## src/rtl/regtag_pkg.sv

```systemverilog
package regtag_pkg;
   typedef enum logic [1:0] {
      SRC_VALUE   = 2'd0,
      SRC_FORWARD = 2'd1,
      SRC_PENDING = 2'd2
   } src_kind_e;
endpackage

```

## src/rtl/regtag_alloc.sv

```systemverilog
module regtag_alloc #(
   parameter int TAG_W = 4
) (
   input  logic             clk,
   input  logic             rst_n,
   input  logic             take,
   output logic [TAG_W-1:0] tag_o
);
   logic [TAG_W-1:0] next_q;

   always_ff @(posedge clk or negedge rst_n) begin
      if (!rst_n)    next_q <= '0;
      else if (take) next_q <= next_q + TAG_W'(1);
   end

   assign tag_o = next_q;

   // one step per writing dispatch, no step otherwise
   p_tag_step_r9: assert property (@(posedge clk) disable iff (!rst_n)
      take |=> tag_o == $past(tag_o) + TAG_W'(1));
   p_tag_hold_r9: assert property (@(posedge clk) disable iff (!rst_n)
      !take |=> $stable(tag_o));
endmodule

```

## src/rtl/regtag_entry.sv

```systemverilog
module regtag_entry #(
   parameter int DATA_W = 32,
   parameter int TAG_W  = 4
) (
   input  logic              clk,
   input  logic              rst_n,
   input  logic              alloc_en,
   input  logic [TAG_W-1:0]  alloc_tag,
   input  logic              bc_valid,
   input  logic [TAG_W-1:0]  bc_tag,
   input  logic [DATA_W-1:0] bc_data,
   output logic              valid_o,
   output logic [TAG_W-1:0]  tag_o,
   output logic [DATA_W-1:0] value_o
);
   logic              valid_q;
   logic [TAG_W-1:0]  tag_q;
   logic [DATA_W-1:0] value_q;
   logic              hit;

   assign hit = bc_valid && !valid_q && (bc_tag == tag_q);

   always_ff @(posedge clk or negedge rst_n) begin
      if (!rst_n) begin
         valid_q <= 1'b1;
         tag_q   <= '0;
         value_q <= '0;
      end else if (alloc_en) begin
         valid_q <= 1'b0;
         tag_q   <= alloc_tag;
      end else if (hit) begin
         valid_q <= 1'b1;
         value_q <= bc_data;
      end
   end

   assign valid_o = valid_q;
   assign tag_o   = tag_q;
   assign value_o = value_q;

   p_reset_state_r1: assert property (@(posedge clk) disable iff (!rst_n)
      $rose(rst_n) |-> (valid_o && value_o == '0));
   p_alloc_clear_r2: assert property (@(posedge clk) disable iff (!rst_n)
      alloc_en |=> (!valid_o && tag_o == $past(alloc_tag)));
   p_fill_r5: assert property (@(posedge clk) disable iff (!rst_n)
      (bc_valid && !valid_o && bc_tag == tag_o && !alloc_en)
      |=> (valid_o && value_o == $past(bc_data)));
   p_stale_ignored_r6: assert property (@(posedge clk) disable iff (!rst_n)
      (!alloc_en && !(bc_valid && bc_tag == tag_o))
      |=> ($stable(value_o) && $stable(tag_o) && $stable(valid_o)));
   p_alloc_wins_r10: assert property (@(posedge clk) disable iff (!rst_n)
      (alloc_en && bc_valid && !valid_o && bc_tag == tag_o)
      |=> (!valid_o && $stable(value_o)));
endmodule

```

## src/rtl/regtag_rdport.sv

```systemverilog
module regtag_rdport
   import regtag_pkg::*;
#(
   parameter int NUM_REGS = 16,
   parameter int DATA_W   = 32,
   parameter int TAG_W    = 4,
   parameter bit FORWARD  = 1'b1,
   localparam int IDX_W   = $clog2(NUM_REGS)
) (
   input  logic [IDX_W-1:0]           idx,
   input  logic [NUM_REGS-1:0]        vld_vec,
   input  logic [NUM_REGS*TAG_W-1:0]  tag_flat,
   input  logic [NUM_REGS*DATA_W-1:0] val_flat,
   input  logic                       bc_valid,
   input  logic [TAG_W-1:0]           bc_tag,
   input  logic [DATA_W-1:0]          bc_data,
   output logic                       ready_o,
   output logic [DATA_W-1:0]          data_o
);
   logic              sel_vld;
   logic [TAG_W-1:0]  sel_tag;
   logic [DATA_W-1:0] sel_val;
   src_kind_e         kind;

   assign sel_vld = vld_vec[idx];
   assign sel_tag = tag_flat[idx*TAG_W +: TAG_W];
   assign sel_val = val_flat[idx*DATA_W +: DATA_W];

   if (FORWARD) begin : g_fwd
      always_comb begin
         if (sel_vld)                              kind = SRC_VALUE;
         else if (bc_valid && bc_tag == sel_tag)   kind = SRC_FORWARD;
         else                                      kind = SRC_PENDING;
      end
   end else begin : g_nofwd
      logic unused_bc;
      assign unused_bc = bc_valid ^ (^bc_tag);
      always_comb kind = sel_vld ? SRC_VALUE : SRC_PENDING;
   end

   always_comb begin
      unique case (kind)
         SRC_VALUE:   begin ready_o = 1'b1; data_o = sel_val; end
         SRC_FORWARD: begin ready_o = 1'b1; data_o = bc_data; end
         default:     begin ready_o = 1'b0; data_o = DATA_W'(sel_tag); end
      endcase
   end
endmodule

```

## src/rtl/regtag_table.sv

```systemverilog
module regtag_table #(
   parameter int NUM_REGS = 16,
   parameter int DATA_W   = 32,
   parameter int TAG_W    = 4,
   parameter int NUM_SRC  = 2,
   parameter bit FORWARD  = 1'b1,
   localparam int IDX_W   = $clog2(NUM_REGS)
) (
   input  logic                      clk,
   input  logic                      rst_n,
   input  logic                      disp_valid,
   input  logic                      disp_wr,
   input  logic [IDX_W-1:0]          disp_dst,
   input  logic [NUM_SRC*IDX_W-1:0]  disp_src,
   output logic [TAG_W-1:0]          disp_tag,
   output logic [NUM_SRC-1:0]        src_ready,
   output logic [NUM_SRC*DATA_W-1:0] src_data,
   input  logic                      res_valid,
   input  logic [TAG_W-1:0]          res_tag,
   input  logic [DATA_W-1:0]         res_data
);
   if (NUM_REGS < 2 || (1 << IDX_W) != NUM_REGS) begin : g_bad_regs
      $error("regtag_table: NUM_REGS must be a power of two of at least 2");
   end
   if (TAG_W < 1 || TAG_W > DATA_W) begin : g_bad_tag
      $error("regtag_table: TAG_W must lie in 1..DATA_W");
   end
   if (NUM_SRC < 1) begin : g_bad_src
      $error("regtag_table: NUM_SRC must be at least 1");
   end

   logic                       take;
   logic [NUM_REGS-1:0]        vld_vec;
   logic [NUM_REGS*TAG_W-1:0]  tag_flat;
   logic [NUM_REGS*DATA_W-1:0] val_flat;

   assign take = disp_valid && disp_wr;

   regtag_alloc #(.TAG_W(TAG_W)) u_alloc (
      .clk   (clk),
      .rst_n (rst_n),
      .take  (take),
      .tag_o (disp_tag)
   );

   for (genvar i = 0; i < NUM_REGS; i++) begin : g_ent
      logic hit_dst;
      assign hit_dst = take && (disp_dst == IDX_W'(i));
      regtag_entry #(.DATA_W(DATA_W), .TAG_W(TAG_W)) u_ent (
         .clk       (clk),
         .rst_n     (rst_n),
         .alloc_en  (hit_dst),
         .alloc_tag (disp_tag),
         .bc_valid  (res_valid),
         .bc_tag    (res_tag),
         .bc_data   (res_data),
         .valid_o   (vld_vec[i]),
         .tag_o     (tag_flat[i*TAG_W +: TAG_W]),
         .value_o   (val_flat[i*DATA_W +: DATA_W])
      );
   end

   for (genvar k = 0; k < NUM_SRC; k++) begin : g_src
      regtag_rdport #(
         .NUM_REGS (NUM_REGS),
         .DATA_W   (DATA_W),
         .TAG_W    (TAG_W),
         .FORWARD  (FORWARD)
      ) u_rd (
         .idx      (disp_src[k*IDX_W +: IDX_W]),
         .vld_vec  (vld_vec),
         .tag_flat (tag_flat),
         .val_flat (val_flat),
         .bc_valid (res_valid),
         .bc_tag   (res_tag),
         .bc_data  (res_data),
         .ready_o  (src_ready[k]),
         .data_o   (src_data[k*DATA_W +: DATA_W])
      );
   end

   // a source that is not ready carries only a tag, so its upper bits are zero
   for (genvar k = 0; k < NUM_SRC; k++) begin : g_chk
      if (TAG_W < DATA_W) begin : g_hi
         p_tag_zext_r4: assert property (@(posedge clk) disable iff (!rst_n)
            !src_ready[k] |-> src_data[k*DATA_W+TAG_W +: DATA_W-TAG_W] == '0);
      end
   end
endmodule

```

## config.mk

```make
export PLATFORM = sky130hd
export DESIGN_NAME = regtag_table
export DESIGN_NICKNAME = d
export VERILOG_FILES = /design/src/rtl/regtag_pkg.sv /design/src/rtl/regtag_alloc.sv /design/src/rtl/regtag_entry.sv /design/src/rtl/regtag_rdport.sv /design/src/rtl/regtag_table.sv
export SDC_FILE = /design/constraint.sdc
export NUM_CORES = 1
export LEC_CHECK = 0
export BUFFER_PORTS_ARGS = -buffer_cell sky130_fd_sc_hd__buf_2
export CELL_PAD_IN_SITES_DETAIL_PLACEMENT = 0
export CELL_PAD_IN_SITES_GLOBAL_PLACEMENT = 1
export CORE_ASPECT_RATIO = 0.6
export CORE_UTILIZATION = 49
export CTS_CLUSTER_DIAMETER = 80
export DETAILED_ROUTE_END_ITERATION = 8
export GPL_ROUTABILITY_DRIVEN = 0
export HOLD_SLACK_MARGIN = 0.03
export PLACE_DENSITY_LB_ADDON = 0.1
export SLEW_MARGIN = 10
export SYNTH_ARGS = -nofsm -noshare
export SYNTH_HDL_FRONTEND = slang
export SYNTH_HIERARCHICAL = 1
export SYNTH_SLANG_ARGS = --single-unit
export TNS_END_PERCENT = 100
```

## constraint.sdc

```tcl
create_clock -name clk -period 2.4 [get_ports clk]
set_input_delay 0.24 -clock clk [delete_from_list [all_inputs] [get_ports clk]]
set_output_delay 0.24 -clock clk [all_outputs]
set_load 0.02 [all_outputs]
```

== Word-level counts from Yosys, hierarchy flattened ==
Cells that the tools add are included.

* Output and inout port bits: 70
* Input bits: 53
* Word-level logic and storage cells: 255
* Bits in registers: 596

* Shift-type cells: 4
* Eq/ne operators: 35
* Add/sub/neg operators: 1
* Bitwise gates (word level): 16
* Magnitude comparators: 2
* Muxes and demuxes: 44
* Reductions and logical operators: 104

{| class="wikitable"
|+ Operator list
! kind !! count
|-
| $shiftx A512 B10 Y32 || 2
|-
| $pmux W32 S2 || 2
|-
| $shiftx A64 B7 Y4 || 2
|-
| $eq A4 B4 Y1 || 18
|-
| $logic_and A1 B1 Y1 || 51
|-
| $mux W1 || 36
|-
| $eq A4 B4 Y1 const B || 8
|-
| $reduce_and A2 Y1 || 16
|-
| $reduce_bool A2 Y1 || 16
|-
| $eq A4 B3 Y1 const B || 4
|-
| $logic_not A1 Y1 || 16
|-
| $not A1 Y1 || 16
|-
| $lt A4 B5 Y1 const B || 2
|-
| $bmux W1 S4 || 2
|-
| $eq A4 B2 Y1 const B || 2
|-
| $mux W2 || 4
|-
| $add A4 B1 Y4 const B || 1
|-
| $eq A2 B1 Y1 const B || 2
|-
| $eq A4 B1 Y1 const B || 1
|-
| $logic_not A2 Y1 || 2
|-
| $logic_not A4 Y1 || 1
|-
| $reduce_or A2 Y1 || 2
|}

== Longest topological paths before layout ==
* Word-level depth: 8
* Gate-level depth with buffers: 11
* Depth with buffers taken out: 6

== Modules after synthesis ==
The synthesis kept the hierarchy.

{| class="wikitable"
|+ By module, submodules not included
! module !! cells each !! instances !! seq. area each (um2) !! area each (um2)
|-
| regtag_entry || 85 || 16 || 927.1 || 1442.6
|-
| regtag_rdport || 410 || 2 || 0.0 || 5346.4
|-
| regtag_alloc || 11 || 1 || 100.1 || 160.2
|-
| regtag_table || 24 || 1 || 0.0 || 122.6
|}

== Least setup slack after synthesis ==
No wires, ideal clock.

* Path kind: input -> output
* From: in disp_src[0]
* To: out src_data[0]
* Stages: 8
* Path buffers: 2
* Data required time: 2160 ps
* Data arrival time: 2549 ps
* Slack: -389 ps
* Cells stage by stage: buf_6 buf_6 mux4_2 mux2i_1 mux2_2 or2_1 nor3b_1 a211oi_1

* Cells in the longest elaborated chain, start to end: 7
* Elaborated cells between the ends (all ways): 11
* Classes of those cells: eq/ne (2); shift (2); mux (5); reduce/logical (2)

{| class="wikitable"
|+ RTL lines
! what !! RTL line !! RTL
|-
| from (decl) || regtag_table.sv:14 || <nowiki>input logic [NUM_SRC*IDX_W-1:0] disp_src,</nowiki>
|-
| $shiftx A64 B7 Y4 || regtag_rdport.sv:26 || <nowiki>assign sel_tag = tag_flat[idx*TAG_W +: TAG_W];</nowiki>
|-
| $eq A4 B4 Y1 || regtag_rdport.sv:32 || <nowiki>else if (bc_valid && bc_tag == sel_tag) kind = SRC_FORWARD;</nowiki>
|-
| $logic_and A1 B1 Y1 || regtag_rdport.sv:32 ||
|-
| $mux W2 || regtag_rdport.sv:32 ||
|-
| $mux W2 || regtag_rdport.sv:31 || <nowiki>if (sel_vld) kind = SRC_VALUE;</nowiki>
|-
| $eq A2 B1 Y1 / $logic_not A2 Y1 (equally long branches) || regtag_rdport.sv:42 || <nowiki>unique case (kind)</nowiki>
|-
| $pmux W32 S2 * || regtag_rdport.sv:42 ||
|-
| to (decl) || regtag_table.sv:17 || <nowiki>output logic [NUM_SRC*DATA_W-1:0] src_data,</nowiki>
|}

Mark *: on every way between the ends. The rest lies on a longest branch, timed or not. The select of a mux whose other input is x is not followed.

== Worst setup path after layout ==
* From: reg g_ent[7].u_ent.tag_q[1]
* To: out src_data[59]

* Cells in the longest elaborated chain, start to end: 7
* Elaborated cells between the ends (all ways): 8
* Classes of those cells: eq/ne (2); shift (1); mux (3); reduce/logical (2)

{| class="wikitable"
|+ RTL lines
! what !! RTL line !! RTL
|-
| from (decl) || regtag_entry.sv:17 || <nowiki>logic [TAG_W-1:0] tag_q;</nowiki>
|-
| from (signal assigned) || regtag_entry.sv:30 || <nowiki>tag_q <= alloc_tag;</nowiki>
|-
| $shiftx A64 B7 Y4 * || regtag_rdport.sv:26 ||
|-
| $eq A4 B4 Y1 * || regtag_rdport.sv:32 ||
|-
| $logic_and A1 B1 Y1 * || regtag_rdport.sv:32 ||
|-
| $mux W2 * || regtag_rdport.sv:32 ||
|-
| $mux W2 * || regtag_rdport.sv:31 ||
|-
| $eq A2 B1 Y1 / $logic_not A2 Y1 (equally long branches) || regtag_rdport.sv:42 ||
|-
| $pmux W32 S2 * || regtag_rdport.sv:42 ||
|}

Mark *: on every way between the ends. The rest lies on a longest branch, timed or not.

==> flow_results.xml <==
<?xml version="1.0" encoding="UTF-8"?>
<metrics>
  <group name="yosys">
    <metric name="dominantRegCellSynth" unit="">dfrtp_1</metric>
    <metric name="number_of_enable_flip_flop_cells_after_synthesis" unit="">0</metric>
    <metric name="synth.distinct_cells" unit="">52</metric>
    <metric name="yosys_register_bits" unit="">596</metric>
    <metric name="synth.net_count" unit="">2269</metric>
    <metric name="synth-warning-count" unit="">6</metric>
    <metric name="ys_async_sr_fraction" unit="%">100</metric>
    <metric name="syn_avg_cell_area" unit="um^2">15.4</metric>
    <metric name="syn_area" unit="mm^2">0.0341</metric>
    <metric name="yosysSeqAreaShare" unit="%">43.9</metric>
    <metric name="synth_cells" unit="">2215</metric>
  </group>
  <group name="global_route">
    <metric name="via_count_of_the_first_global_routing_pass" unit="">23400</metric>
    <metric name="largest_net_degree_at_the_start_of_global_routing" unit="">93</metric>
    <metric name="grt_first_pass_wirelength" unit="um">157000</metric>
    <metric name="grt_use_total" unit="%">30.6</metric>
    <metric name="grt.overflow.total" unit="">0</metric>
    <metric name="number_of_antenna_violations_at_the_first_check_in_global_routing" unit="">2</metric>
  </group>
  <group name="timing">
    <metric name="slew-limit-headroom" unit="%">39.8</metric>
    <metric name="final_critical_path_share_of_the_clock_period" unit="%">145</metric>
    <metric name="setup_repair_after_global_routing_missed_its_margin" unit="">true</metric>
    <metric name="clock_skew" unit="ns">0.0190</metric>
    <metric name="finalMaxSlewViolations" unit="">0</metric>
    <metric name="final.setup.worst_slack" unit="ns">-1.09</metric>
    <metric name="finalWorstPathRequiredPeriod" unit="ns">3.49</metric>
    <metric name="count_of_final_hold_check_violations" unit="">0</metric>
    <metric name="setup_viol" unit="">66</metric>
    <metric name="worst-slew-pin-transition" unit="ns">0.904</metric>
    <metric name="timing.fmax" unit="MHz">287</metric>
  </group>
  <group name="layout">
    <metric name="drive_gt1_share" unit="%">60.0</metric>
    <metric name="mostFrequentLayoutCells" unit="">dfrtp_1, mux2_2, mux4_2</metric>
    <metric name="layout-area-overhead-vs-synth" unit="%">21.0</metric>
    <metric name="antennaDiodeCount" unit="">0</metric>
    <metric name="layout.nets" unit="">2612</metric>
    <metric name="final_common_cell" unit="">dfrtp_1</metric>
    <metric name="finalCoreUtilization" unit="%">60.2</metric>
  </group>
  <group name="die">
    <metric name="boundaryPins" unit="">123</metric>
    <metric name="floorplan.die.width" unit="um">342</metric>
    <metric name="start_util" unit="%">49.8</metric>
    <metric name="die_height" unit="um">206</metric>
    <metric name="placeableCoreArea" unit="mm^2">0.0684</metric>
    <metric name="row_count" unit="">74</metric>
    <metric name="design.die.area" unit="mm^2">0.0706</metric>
  </group>
  <group name="clock_tree">
    <metric name="cts_max_path_buffers" unit="">3</metric>
    <metric name="clock-sinks" unit="">596</metric>
    <metric name="htreeDepth" unit="">2</metric>
    <metric name="insertion_delay" unit="ns">0.64</metric>
    <metric name="cts_root_buffer" unit="">clkbuf_16</metric>
    <metric name="clkTransAtPathRegs" unit="ns">0.06</metric>
    <metric name="numCtsBuffers" unit="">57</metric>
    <metric name="clock_tree_from_tritoncts" unit="">yes</metric>
  </group>
  <group name="status">
    <metric name="run_status" unit="">finished, violations left</metric>
    <metric name="failing_checks" unit="">design-rule violations, negative setup slack</metric>
  </group>
  <group name="worst_setup_path">
    <metric name="timing.critical_path.arrival" unit="ns">3.25</metric>
    <metric name="timing.critical_path.buf_inv" unit="">3</metric>
    <metric name="timing.reg2reg.worst_path_depth" unit="">7</metric>
    <metric name="timing_worst_setup_path_type" unit="">reg -&gt; out</metric>
    <metric name="cpMaxStageDelayCell" unit="">mux4_2</metric>
    <metric name="reg2reg_setup_slack" unit="ns">0.24</metric>
    <metric name="critical-path-top-delay-family" unit="">simple AND/OR/NAND/NOR gates</metric>
    <metric name="crit_path_end_kind" unit="">primary output</metric>
    <metric name="critPathMaxStageDelay" unit="ns">0.52</metric>
    <metric name="crit_required" unit="ns">2.16</metric>
    <metric name="worst-path-max-fanout" unit="">5</metric>
    <metric name="path_cells" unit="">mux4_2 -&gt; or4b_1 -&gt; nand4_1 -&gt; or2_4 -&gt; nand4_1 -&gt; buf_6 -&gt; buf_12 -&gt; o21ai_4 -&gt; buf_6</metric>
    <metric name="startpoint_type_of_the_worst_setup_path" unit="">register</metric>
    <metric name="rr_startpoint" unit="">g_ent[6].u_ent/tag_o[1]$_DFFE_PN0P_</metric>
    <metric name="ff_to_ff_end" unit="">g_ent[6].u_ent/value_o[31]$_DFFE_PN0P_</metric>
  </group>
  <group name="routing">
    <metric name="residual_drc" unit="">5</metric>
    <metric name="avgViaCountPerCell" unit="">6.39</metric>
    <metric name="postRouteWirelength" unit="um">106000</metric>
    <metric name="route.antenna.remaining_nets" unit="">0</metric>
    <metric name="drt_first_iter_violations" unit="">1735</metric>
    <metric name="post_drt_wl_per_cell" unit="um">30.1</metric>
    <metric name="dr_total_vias" unit="">22500</metric>
    <metric name="dr.pass1.iters" unit="">7</metric>
  </group>
  <group name="power">
    <metric name="power.internal" unit="W">0.0326</metric>
    <metric name="switching_share" unit="%">33.8</metric>
    <metric name="pwr-share-clk" unit="%">19.4</metric>
    <metric name="irDropWorstVdd" unit="mV">0.672</metric>
    <metric name="power.sequential.fraction" unit="%">38.2</metric>
    <metric name="pwr_density_cell" unit="mW/mm^2">1200</metric>
    <metric name="p_switching" unit="W">0.0167</metric>
    <metric name="leakagePower" unit="nW">17.4</metric>
    <metric name="power_share_of_the_combinational_group" unit="%">42.5</metric>
  </group>
  <group name="hold_path">
    <metric name="hold_critical_path_endpoint" unit="">u_alloc/tag_o[0]$_DFFE_PN0P_</metric>
    <metric name="holdPathStages" unit="">3</metric>
    <metric name="holdCritStartpoint" unit="">disp_valid</metric>
    <metric name="holdCritPathClass" unit="">in -&gt; reg</metric>
  </group>
  <group name="job">
    <metric name="max_cap_viols" unit="">0</metric>
  </group>
  <group name="placement">
    <metric name="dp_hpwl" unit="um">68300</metric>
    <metric name="worst_setup_slack_post_dpl" unit="ns">-0.540</metric>
    <metric name="buffer_ports.inserted" unit="">122</metric>
  </group>
</metrics>
## cell families (layout without fill, tap and decap cells)
family	count (synthesis)	count (layout)	share of synthesized area, %
multiplexers	977	977	43.8
flip-flops	596	596	43.9
AND/OR/NAND/NOR	280	280	4.65
buffers and inverters	174	564	3.34
AO/OA/AOI/OAI	114	114	2.43
XOR/XNOR	73	73	1.88
adder cells (fa/ha/maj)	1	1	0.0367
## cell usage after synthesis, types with 18 or more instances
cell type,instances,share of area [%]
inv_1,18,0.20
nand3_1,24,0.35
buf_2,46,0.68
xor2_1,51,1.3
xnor2_1,22,0.57
mux2_1,34,1.1
dfrtp_1,580,43
nand2_1,128,1.4
nor2_1,40,0.44
mux2_2,555,18
clkbuf_1,34,0.37
o21ai_1,40,0.59
mux2i_1,36,1.1
o21ai_2,18,0.46
buf_6,54,1.8
mux4_2,350,23
## worst max-delay path by stage
stage	startpoint	cells after the start	slack (ns)	end
floorplan	g_ent[13].u_ent/tag_o[2]$_DFFE_PN0P_	8	-0.13	src_data[10]
global placement	disp_src[0]	9	-0.52	src_data[4]
detailed placement	disp_src[4]	11	-0.54	src_data[37]
CTS	g_ent[13].u_ent/tag_o[2]$_DFFE_PN0P_	9	-1.08	src_data[24]
global route	g_ent[15].u_ent/tag_o[2]$_DFFE_PN0P_	8	-1.16	src_data[62]
finish	g_ent[7].u_ent/tag_o[1]$_DFFE_PN0P_	9	-1.09	src_data[59]
## sequential cells by signal, summed over array words and instances (netlist names)
name,count
g_ent.u_ent/value_o,512
g_ent.u_ent/tag_o,64
g_ent.u_ent/valid_o,16
u_alloc/tag_o,4
## worst reg2reg max path, cell delays in order (launching register included)
cell	delay, ns
dfrtp_2	0.45
buf_4	0.14
buf_4	0.13
xnor2_1	0.15
nand3_1	0.15
nor4_4	0.22
buf_12	0.33
mux2_2	0.47
## area by class of cell
type	count	area, um^2
clock buffer	85	1680
clock inverter	21	263
fill	5223	27200
inverter	18	67.6
multi-input combinational	1445	18600
sequential	596	14900
tap	912	1140
timing repair buffer	440	4480
## power groups by stage
stage               sequential, W  combinational (W)  clock (W)
floorplan                  0.0175             0.0136          0
CTS                        0.0186             0.0206    0.00974
global route               0.0194             0.0221     0.0101
detailed placement         0.0187             0.0198          0
finish                     0.0188             0.0209    0.00954
global placement           0.0184             0.0192          0
## metal layers
layer / part of all wire (%) / up-vias / global-route usage (%) / wire length, um
li1: - / 9313 / - / -
met1: 46 / 12200 / 45.8 / 48500
met2: 44 / 804 / 44.5 / 46700
met3: 7.5 / 161 / 7.36 / 7990
met4: 2.5 / 2 / 8.26 / 2610
met5: 0.010 / - / 0 / 11
## stage by stage
stage	power (W)	cells	TNS [ns]	hold slack [ns]	cell area [um^2]
floorplan	0.0311	2215	-6.22	-0.0556	34700
global placement	0.0376	3396	-28.09	0.172	38500
detailed placement	0.0385	3396	-30.51	0.177	38500
CTS	0.0490	3514	-67.39	0.0330	41000
global route	0.0517	3517	-73.13	0.0893	41200
finish	0.0493	3517	-68.10	0.0665	41200
## what timing repair did
action / 4_1_cts / 5_1_grt
buffers inserted: 8 / 2
endpoints found under the hold margin: 442 / 0
pin swaps: 15 / 20
endpoints found under the setup margin: 66 / 66
resized for setup: 128 / 37
hold buffers: 2 / 0
gates cloned: 2 / 2
No activity file was read; power rests on OpenSTA's default activity.
